$ cat config.mk
export PLATFORM = sky130hd
export DESIGN_NAME = lagcorr_xf
export DESIGN_NICKNAME = d
export VERILOG_FILES = /design/src/rtl/lagcorr_pkg.sv /design/src/rtl/lc_delay_line.sv /design/src/rtl/lc_lag_products.sv /design/src/rtl/lc_accum.sv /design/src/rtl/lagcorr_xf.sv
export SDC_FILE = /design/constraint.sdc
export NUM_CORES = 2
export LEC_CHECK = 0
export CORE_ASPECT_RATIO = 1.25
export CORE_MARGIN = 5
export CORE_UTILIZATION = 50
export CTS_CLUSTER_DIAMETER = 60
export DETAILED_ROUTE_END_ITERATION = 16
export HOLD_SLACK_MARGIN = 0.06
export PLACE_DENSITY = 0.73
export SLEW_MARGIN = 20
export SYNTH_ARGS = -nofsm -noshare
export SYNTH_HDL_FRONTEND = slang
export SYNTH_SLANG_ARGS = --single-unit
$ cat constraint.sdc
create_clock -name clk -period 7.81 [get_ports clk]
set_input_delay 1.562 -clock clk [delete_from_list [all_inputs] [get_ports clk]]
set_output_delay 1.562 -clock clk [all_outputs]
set_load 0.02 [all_outputs]
$ cat src/rtl/lagcorr_pkg.sv
package lagcorr_pkg;

  typedef struct packed {
    logic signed [2:0] re;
    logic signed [2:0] im;
  } cprod_t;

  // Sign-bit lookup: sel = {aI, aQ, bI, bQ}; result = a * conj(b), bit 1 -> +1, bit 0 -> -1
  function automatic cprod_t sign_cmul(input logic [3:0] sel);
    cprod_t r;
    logic ai, aq, bi, bq;
    {ai, aq, bi, bq} = sel;
    r.re = ((ai ~^ bi) ? 3'sd1 : -3'sd1) + ((aq ~^ bq) ? 3'sd1 : -3'sd1);
    r.im = ((aq ~^ bi) ? 3'sd1 : -3'sd1) - ((ai ~^ bq) ? 3'sd1 : -3'sd1);
    return r;
  endfunction

endpackage

$ cat src/rtl/lc_delay_line.sv
module lc_delay_line #(
  parameter int LANES      = 4,
  parameter int HIST_WORDS = 2
) (
  input  logic                            clk,
  input  logic                            rst,
  input  logic                            shift,
  input  logic [LANES-1:0]                b_i,
  input  logic [LANES-1:0]                b_q,
  output logic [LANES*(HIST_WORDS+1)-1:0] tap_i,
  output logic [LANES*(HIST_WORDS+1)-1:0] tap_q
);
  localparam int HB = LANES * HIST_WORDS;
  localparam int TB = LANES * (HIST_WORDS + 1);

  logic [HB-1:0] hist_i, hist_q;

  // Oldest sample at bit 0, current word on top
  assign tap_i = {b_i, hist_i};
  assign tap_q = {b_q, hist_q};

  always_ff @(posedge clk) begin
    if (rst) begin
      hist_i <= '0;
      hist_q <= '0;
    end else if (shift) begin
      hist_i <= tap_i[TB-1:LANES];
      hist_q <= tap_q[TB-1:LANES];
    end
  end
endmodule

$ cat src/rtl/lc_lag_products.sv
module lc_lag_products
  import lagcorr_pkg::*;
#(
  parameter int LANES      = 4,
  parameter int NLAGS      = 8,
  parameter int HIST_WORDS = 2,
  parameter int SUM_W      = 5
) (
  input  logic [LANES-1:0]                a_i,
  input  logic [LANES-1:0]                a_q,
  input  logic [LANES*(HIST_WORDS+1)-1:0] tap_i,
  input  logic [LANES*(HIST_WORDS+1)-1:0] tap_q,
  output logic [NLAGS*SUM_W-1:0]          sum_re,
  output logic [NLAGS*SUM_W-1:0]          sum_im
);
  for (genvar k = 0; k < NLAGS; k++) begin : g_lag
    cprod_t prod [LANES];

    for (genvar i = 0; i < LANES; i++) begin : g_lane
      localparam int P = HIST_WORDS * LANES + i - k;
      assign prod[i] = sign_cmul({a_i[i], a_q[i], tap_i[P], tap_q[P]});
    end

    logic signed [SUM_W-1:0] acc_r, acc_i;
    always_comb begin
      acc_r = '0;
      acc_i = '0;
      for (int i = 0; i < LANES; i++) begin
        acc_r = acc_r + SUM_W'(prod[i].re);
        acc_i = acc_i + SUM_W'(prod[i].im);
      end
    end

    assign sum_re[k*SUM_W +: SUM_W] = acc_r;
    assign sum_im[k*SUM_W +: SUM_W] = acc_i;
  end
endmodule

$ cat src/rtl/lc_accum.sv
module lc_accum #(
  parameter int NLAGS = 8,
  parameter int SUM_W = 5,
  parameter int ACC_W = 15,
  parameter int CNT_W = 11
) (
  input  logic                     clk,
  input  logic                     rst,
  input  logic                     in_valid,
  input  logic [CNT_W-1:0]         int_len,
  input  logic [NLAGS*SUM_W-1:0]   sum_re,
  input  logic [NLAGS*SUM_W-1:0]   sum_im,
  output logic                     dump_valid,
  output logic [NLAGS*ACC_W-1:0]   dump_re,
  output logic [NLAGS*ACC_W-1:0]   dump_im
);
  logic [CNT_W-1:0]        cnt;
  logic                    last;
  logic signed [ACC_W-1:0] acc_re [NLAGS];
  logic signed [ACC_W-1:0] acc_im [NLAGS];
  logic signed [ACC_W-1:0] ext_re [NLAGS];
  logic signed [ACC_W-1:0] ext_im [NLAGS];

  // A length of 0 closes on every word, like 1
  assign last = (({1'b0, cnt} + 1'b1) >= {1'b0, int_len});

  for (genvar k = 0; k < NLAGS; k++) begin : g_ext
    assign ext_re[k] = ACC_W'($signed(sum_re[k*SUM_W +: SUM_W]));
    assign ext_im[k] = ACC_W'($signed(sum_im[k*SUM_W +: SUM_W]));
  end

  always_ff @(posedge clk) begin
    if (rst) begin
      cnt        <= '0;
      dump_valid <= 1'b0;
      dump_re    <= '0;
      dump_im    <= '0;
      for (int k = 0; k < NLAGS; k++) begin
        acc_re[k] <= '0;
        acc_im[k] <= '0;
      end
    end else begin
      dump_valid <= in_valid && last;
      if (in_valid) begin
        if (last) begin
          cnt <= '0;
          for (int k = 0; k < NLAGS; k++) begin
            dump_re[k*ACC_W +: ACC_W] <= acc_re[k] + ext_re[k];
            dump_im[k*ACC_W +: ACC_W] <= acc_im[k] + ext_im[k];
            acc_re[k] <= '0;
            acc_im[k] <= '0;
          end
        end else begin
          cnt <= cnt + 1'b1;
          for (int k = 0; k < NLAGS; k++) begin
            acc_re[k] <= acc_re[k] + ext_re[k];
            acc_im[k] <= acc_im[k] + ext_im[k];
          end
        end
      end
    end
  end
endmodule

$ cat src/rtl/lagcorr_xf.sv
module lagcorr_xf #(
  parameter int LANES         = 4,
  parameter int NLAGS         = 8,
  parameter int MAX_INT_WORDS = 1024,
  localparam int HIST_WORDS   = (NLAGS - 1 + LANES - 1) / LANES,
  localparam int CNT_W        = $clog2(MAX_INT_WORDS + 1),
  localparam int SUM_W        = $clog2(2 * LANES + 1) + 1,
  localparam int ACC_W        = $clog2(2 * LANES * MAX_INT_WORDS + 1) + 1
) (
  input  logic                   clk,
  input  logic                   rst,
  input  logic                   in_valid,
  input  logic [LANES-1:0]       a_i,
  input  logic [LANES-1:0]       a_q,
  input  logic [LANES-1:0]       b_i,
  input  logic [LANES-1:0]       b_q,
  input  logic [CNT_W-1:0]       int_len,
  output logic                   dump_valid,
  output logic [NLAGS*ACC_W-1:0] dump_re,
  output logic [NLAGS*ACC_W-1:0] dump_im
);
  localparam int TB = LANES * (HIST_WORDS + 1);

  logic [TB-1:0]          tap_i, tap_q;
  logic [NLAGS*SUM_W-1:0] sum_re, sum_im;

  lc_delay_line #(.LANES(LANES), .HIST_WORDS(HIST_WORDS)) u_dly (
    .clk(clk), .rst(rst), .shift(in_valid),
    .b_i(b_i), .b_q(b_q), .tap_i(tap_i), .tap_q(tap_q)
  );

  lc_lag_products #(.LANES(LANES), .NLAGS(NLAGS), .HIST_WORDS(HIST_WORDS),
                    .SUM_W(SUM_W)) u_prod (
    .a_i(a_i), .a_q(a_q), .tap_i(tap_i), .tap_q(tap_q),
    .sum_re(sum_re), .sum_im(sum_im)
  );

  lc_accum #(.NLAGS(NLAGS), .SUM_W(SUM_W), .ACC_W(ACC_W), .CNT_W(CNT_W)) u_acc (
    .clk(clk), .rst(rst), .in_valid(in_valid), .int_len(int_len),
    .sum_re(sum_re), .sum_im(sum_im),
    .dump_valid(dump_valid), .dump_re(dump_re), .dump_im(dump_im)
  );
endmodule

=== Yosys cells after proc, flatten, opt, wreduce, memory -nomap -nowiden ===
Memories as Yosys holds them, arrays and structs flattened.
Cells that the tools add are included.

* Register bits: 268
* Output and inout bits: 241
* Memories: 2
* Logic and storage cells: 472
* RAM bits: 240
* Input port bits: 30

{| class="wikitable"
|+ Memories
! name !! depth !! bits a word !! read ports !! clocked after memory_dff !! write ports !! line !! source
|-
| u_acc.acc_im || 8 || 15 || 8 || 0 || 8 || lc_accum.sv:20 || <nowiki>logic signed [ACC_W-1:0] acc_im [NLAGS];</nowiki>
|-
| u_acc.acc_re || 8 || 15 || 8 || 0 || 8 || lc_accum.sv:19 || <nowiki>logic signed [ACC_W-1:0] acc_re [NLAGS];</nowiki>
|}

* $lt $le $gt $ge: 1
* Bitwise operators: 160
* Reductions and logical operators: 2
* Mux-type cells: 171
* Add/subtract/negate cells: 130

{| class="wikitable"
|+ Operators by type and width
! cell !! count
|-
| 15-bit 2-to-1 mux || 32
|-
| 3-bit 2-to-1 mux || 128
|-
| 15-bit by 5-bit adder with 15-bit output || 16
|-
| 1-bit bitwise XNOR || 128
|-
| 3-bit adder || 32
|-
| 3-bit subtractor || 32
|-
| 4-bit by 3-bit adder with 5-bit output || 16
|-
| 5-bit by 3-bit adder with 5-bit output || 16
|-
| 3-bit by 3-bit adder with 4-bit output || 16
|-
| 1-bit bitwise OR || 32
|-
| 11-bit by 1-bit adder with 12-bit output, second input constant || 1
|-
| 12-bit by 11-bit greater-or-equal comparator with 1-bit output || 1
|-
| 11-bit by 1-bit adder with 11-bit output, second input constant || 1
|-
| 11-bit 2-to-1 mux || 1
|-
| 1-bit 2-to-1 mux || 10
|-
| 2-bit AND reduction || 1
|-
| 1-bit logical AND || 1
|}

=== Longest topological paths before layout ===
* Depth after elaboration: 8
* Depth in mapped cells: 20
* Mapped depth without buffers: 18

=== Modules after synthesis ===
A second synthesis with hierarchy kept.

* Cells, all modules: 3635
* Area total of the unflattened synthesis: 34261.6 µm²

{| class="wikitable"
|+ By module, submodules not included
! module !! cells an instance !! area each (µm²) !! times used
|-
| lc_accum || 3006 || 28074.4 || 1
|-
| lc_lag_products || 569 || 5546.6 || 1
|-
| lc_delay_line || 60 || 640.6 || 1
|}

=== Worst setup path after synthesis ===
Ideal clock, no wire load.

* Kind: input port to flip-flop
* Start point: input port in_valid
* End point: memory u_acc.acc_im[6][10] (netlist: u_acc.acc_im[0][100]) (enable)
* Cell stages on the path: 3
* Arrival time: 5.839 ns
* Slack: 0.167 ns
* Library setup time: 1.804 ns
* Buffers on the path: 1
* Cell sequence: buf_1 nor2_1 clkinv_1

{| class="wikitable"
|+ RTL lines
! element !! line !! source
|-
| start, declared || lagcorr_xf.sv:12 || <nowiki>input logic in_valid,</nowiki>
|-
| end, declared || lc_accum.sv:20 ||
|}

==> out/results.txt <==
The flow ran to the end, and the final reports show no timing, DRC or antenna violations. The final worst clock skew is 0.0212 ns, and the complex-gate fraction of the synthesized area is 12.9%. Critical path class: in2reg.

The slew of the pin with the lowest slew margin was 0.928 ns; the overall fraction of global-route tracks in use was 22.4%. Total clock buffers created by CTS: 55. The logs give 0 for the count of endpoints failing setup in the final report and 36300 µm² for the cell area after synthesis.

The cell sitting at the root of the clock tree is a clkbuf_16. After routing, the total negative slack on setup checks comes to 0 ns. Setup repair after global routing left no endpoint under its margin. The run gives 11800 µm² as the sequential cell area. For the worst-skew pair, the clock arrives at the later sink with an insertion delay of 0.63 ns. The total power per unit cell area is 502 nW/µm², and the count of boundary I/O pins is 271.

In the routed layout, each cell is associated on average with a via count of 5.41. Of the post-synthesis cell area, the dominant cell type holds 16.8%. Die footprint: 78200 µm². In this run, distinct cell masters in the synthesized netlist total 70.

The clock drives 490 sinks. In the layout the commonest cells are inv_1, nor2_1, ha_1. The number of routed nets with antenna violations is 0. Maximum operating frequency: 0.151 GHz.

Number of nets in the finished design: 4613. The multi-input logic area is 22400 µm², and the top fanout value on the critical path is 11. Total power for the finished layout comes to 21.0 mW. The mean instance size in the synthesized netlist was 9.64 µm². In this run the deepest clock path goes through 3 buffers. The final hold violation count was 0; the number of violations reported at the end of detailed-routing iteration 0 was 1307. The count of cells along the worst register-to-register path is 18, and the sequential share of the synthesized area is 32.6%.

The tools report the wire length reported by the detailed router as 88800 µm. The cell type with the largest total area after synthesis is edfxtp_1. Measured against the total synthesized area, the mux share comes to 0.496%. Xor/xnor share of the synthesized area: 8.36%.

STA classifies the critical path endpoint as a flip-flop. The logs give 0 for the count of warnings emitted by yosys and 37.5% for the worst-case headroom to the max-slew limit. The die height is 311 µm. The width of the chip is 251 µm. Class of the worst hold path: reg2reg.

Before antenna repair, the detailed router went through 7 iterations. By area the synthesized netlist is led by edfxtp_1, dfxtp_1, fa_1, ha_1, xor2_1. Once layout is done, the placed cells without fillers occupy 41800 µm². The commonest non-fill, non-tap cell in the layout was inv_1.

The part of the cycle the worst path needs works out to 84.7%. Combinational family with the most area after synthesis: adder cells. The half-perimeter wire length after detailed placement is 64300 µm.

For the via count, the log shows 26.9k. The initial core utilization was 50.4%. After technology mapping, the gate count stands at 3770. The number of gates resized after CTS was 0.

For the number of global-route vias before repair, the log shows 27.2k. The final core utilization is 57.9%, and the number of flops mapped to enable cells by yosys is 203. The run gives 0 as the max-capacitance violation count.

At the end of routability-driven placement, the weighted congestion stood at 0.881. The post-route minimum period is 6.61 ns, and the maximum number of pins on one net before global-route repair is 117. The number of synthesized register bits is 490. Fill cells in the final layout number 6409. The H-tree was split into 2 levels.

The number of hold buffers added after CTS was 0. The data required time of the critical path came out at 8.16 ns. The number of antenna violations at the first check in global routing came out at 11.

Post-CTS timing repair inserted 0 buffers for setup. Summing all placed instances gives a cell area of 39900 µm². The tools report the count of final max-slew check failures as 0. At the worst endpoint, the arrival time is 6.97 ns. STA classifies the critical path startpoint as an input pin.

The post-detailed-route wirelength per cell works out to 17.9 µm. Most frequently used flop master after synthesis: dfxtp_1. After detailed routing, the number of remaining DRC violations is 0. The worst hold path passes through 2 cells.

The floorplan step defined a core boundary enclosing 72100 µm². The share of flip-flops with an asynchronous set or reset after synthesis came out at 0%. The first global-routing pass estimated 144000 µm of wire. The maximum vdd ir drop was 0.000322 V; the area fraction in and, or, nand and nor cells after synthesis was 12.9%.

TritonCTS built the clock tree. For this run the aggregate overflow at the end of global routing stands at 0. The proportion of layout cells with a drive suffix above 1 is 4.06%, and the port buffer count is 262. The floorplan has 110 rows.

In this run the static leakage power is 18.3 nW. The clock transition at the registers of the reported paths was 0.06 ns; the area added between synthesis and finish was 14.9%. Of the total synthesized cell area, the portion taken by full adders, half adders and majority gates is 26.8%.
[report_power, final]
group	total [mW]	switching [mW]	internal, mW
Sequential	3.68	0.283	3.40
Combinational	14.6	8.53	6.07
Clock	2.68	1.16	1.52
Total	21.0	9.97	11.0
[synth_stat cells, types with 8 or more instances]
master / number
inv_1: 381
nor2_1: 365
ha_1: 340
dfxtp_1: 287
nand2_1: 281
fa_1: 274
a21oi_1: 263
edfxtp_1: 203
xor2_1: 196
xnor2_1: 151
o21ai_0: 132
clkbuf_1: 109
a21o_1: 68
a211oi_1: 65
nor2b_1: 61
o21a_1: 46
and2_1: 43
nand3_1: 43
and3_1: 41
buf_2: 39
nor3_1: 36
nand3b_1: 32
a31oi_1: 25
mux2i_1: 18
nand2b_1: 18
o21bai_1: 17
o31ai_1: 17
buf_1: 16
o211ai_1: 16
a211o_1: 12
nor3b_1: 11
or3_1: 11
or4_1: 11
nand4b_1: 10
nand4_1: 9
a22o_1: 8
buf_4: 8
nor4b_1: 8
[logic make-up (layout without fill, tap and decap cells)]
logic type	count (synthesis)	after routing
simple gates	1000	1000
compound gates	746	746
fa+ha+maj	614	614
buf+inv	554	791
flops	490	490
xor+xnor	347	347
mux	18	18
other cells	1	13
[critical path: stages]
cell and delay (ns):
clkdlybuf4s50_1 0.83, xor2_1 0.20, ha_1 0.22, inv_1 0.08
fa_1 0.53, fa_1 0.59, inv_1 0.52, fa_1 0.53
ha_1 0.24, or2_2 0.33, o32a_1 0.35, a221o_1 0.40
a311oi_4 0.34, xnor2_1 0.16, nor2_1 0.06
[state kept, by name, summed over array words and instances, names as in the netlist]
name,flops
u_acc.cnt,11
u_acc.dump_im,112
u_acc.acc_re,120
u_acc.dump_valid,1
u_dly.hist_i,7
u_dly.hist_q,7
u_acc.acc_im,112
u_acc.dump_re,120
[final timing paths]
check / start / to / slack, ns
setup / recovery: b_i[0] / u_acc.acc_re[0][59]$_SDFFCE_PN0P_ / 1.20
hold / removal: u_acc.acc_re[0][1]$_SDFFE_PP0P_ / u_acc.acc_re[0][1]$_SDFFE_PP0P_ / 0.45
setup reg to reg: u_dly.hist_i[4]$_SDFFE_PP0P_ / u_acc.acc_im[0][119]$_SDFFCE_PN0P_ / 2.14
hold reg to reg: u_acc.acc_re[0][1]$_SDFFE_PP0P_ / u_acc.acc_re[0][1]$_SDFFE_PP0P_ / 0.45
[layer usage]
metal  track usage [%]  vias up  part of all wire, %
met5                 0        -                0.063
met3              3.65      174                  4.7
met4              7.83       10                  3.8
met1              28.6    13037                   43
li1                  -    13134                    -
met2              38.4      553                   49
[stage by stage]
step                instances  hold WS [ns]  worst slack, ns
global route             4968         0.467            0.875
floorplan                3777         0.432            0.167
detailed placement       4863         0.444            0.548
finish                   4971         0.448             1.20
global placement         4863         0.439            0.637
CTS                      4965         0.452             1.21
[cell type report]
| cell class | count | share of cell area (%) |
|---|---|---|
| diodes | 5 | 0.0300 |
| clock buffers | 75 | 4.03 |
| clock inverters | 27 | 0.428 |
| inverters | 382 | 3.45 |
| multi-input cells | 2733 | 53.6 |
| flip-flops and latches | 490 | 28.4 |
| well taps | 952 | 2.85 |
| repair buffers | 307 | 7.22 |
Note: power is estimated with default switching activity, not from simulation.
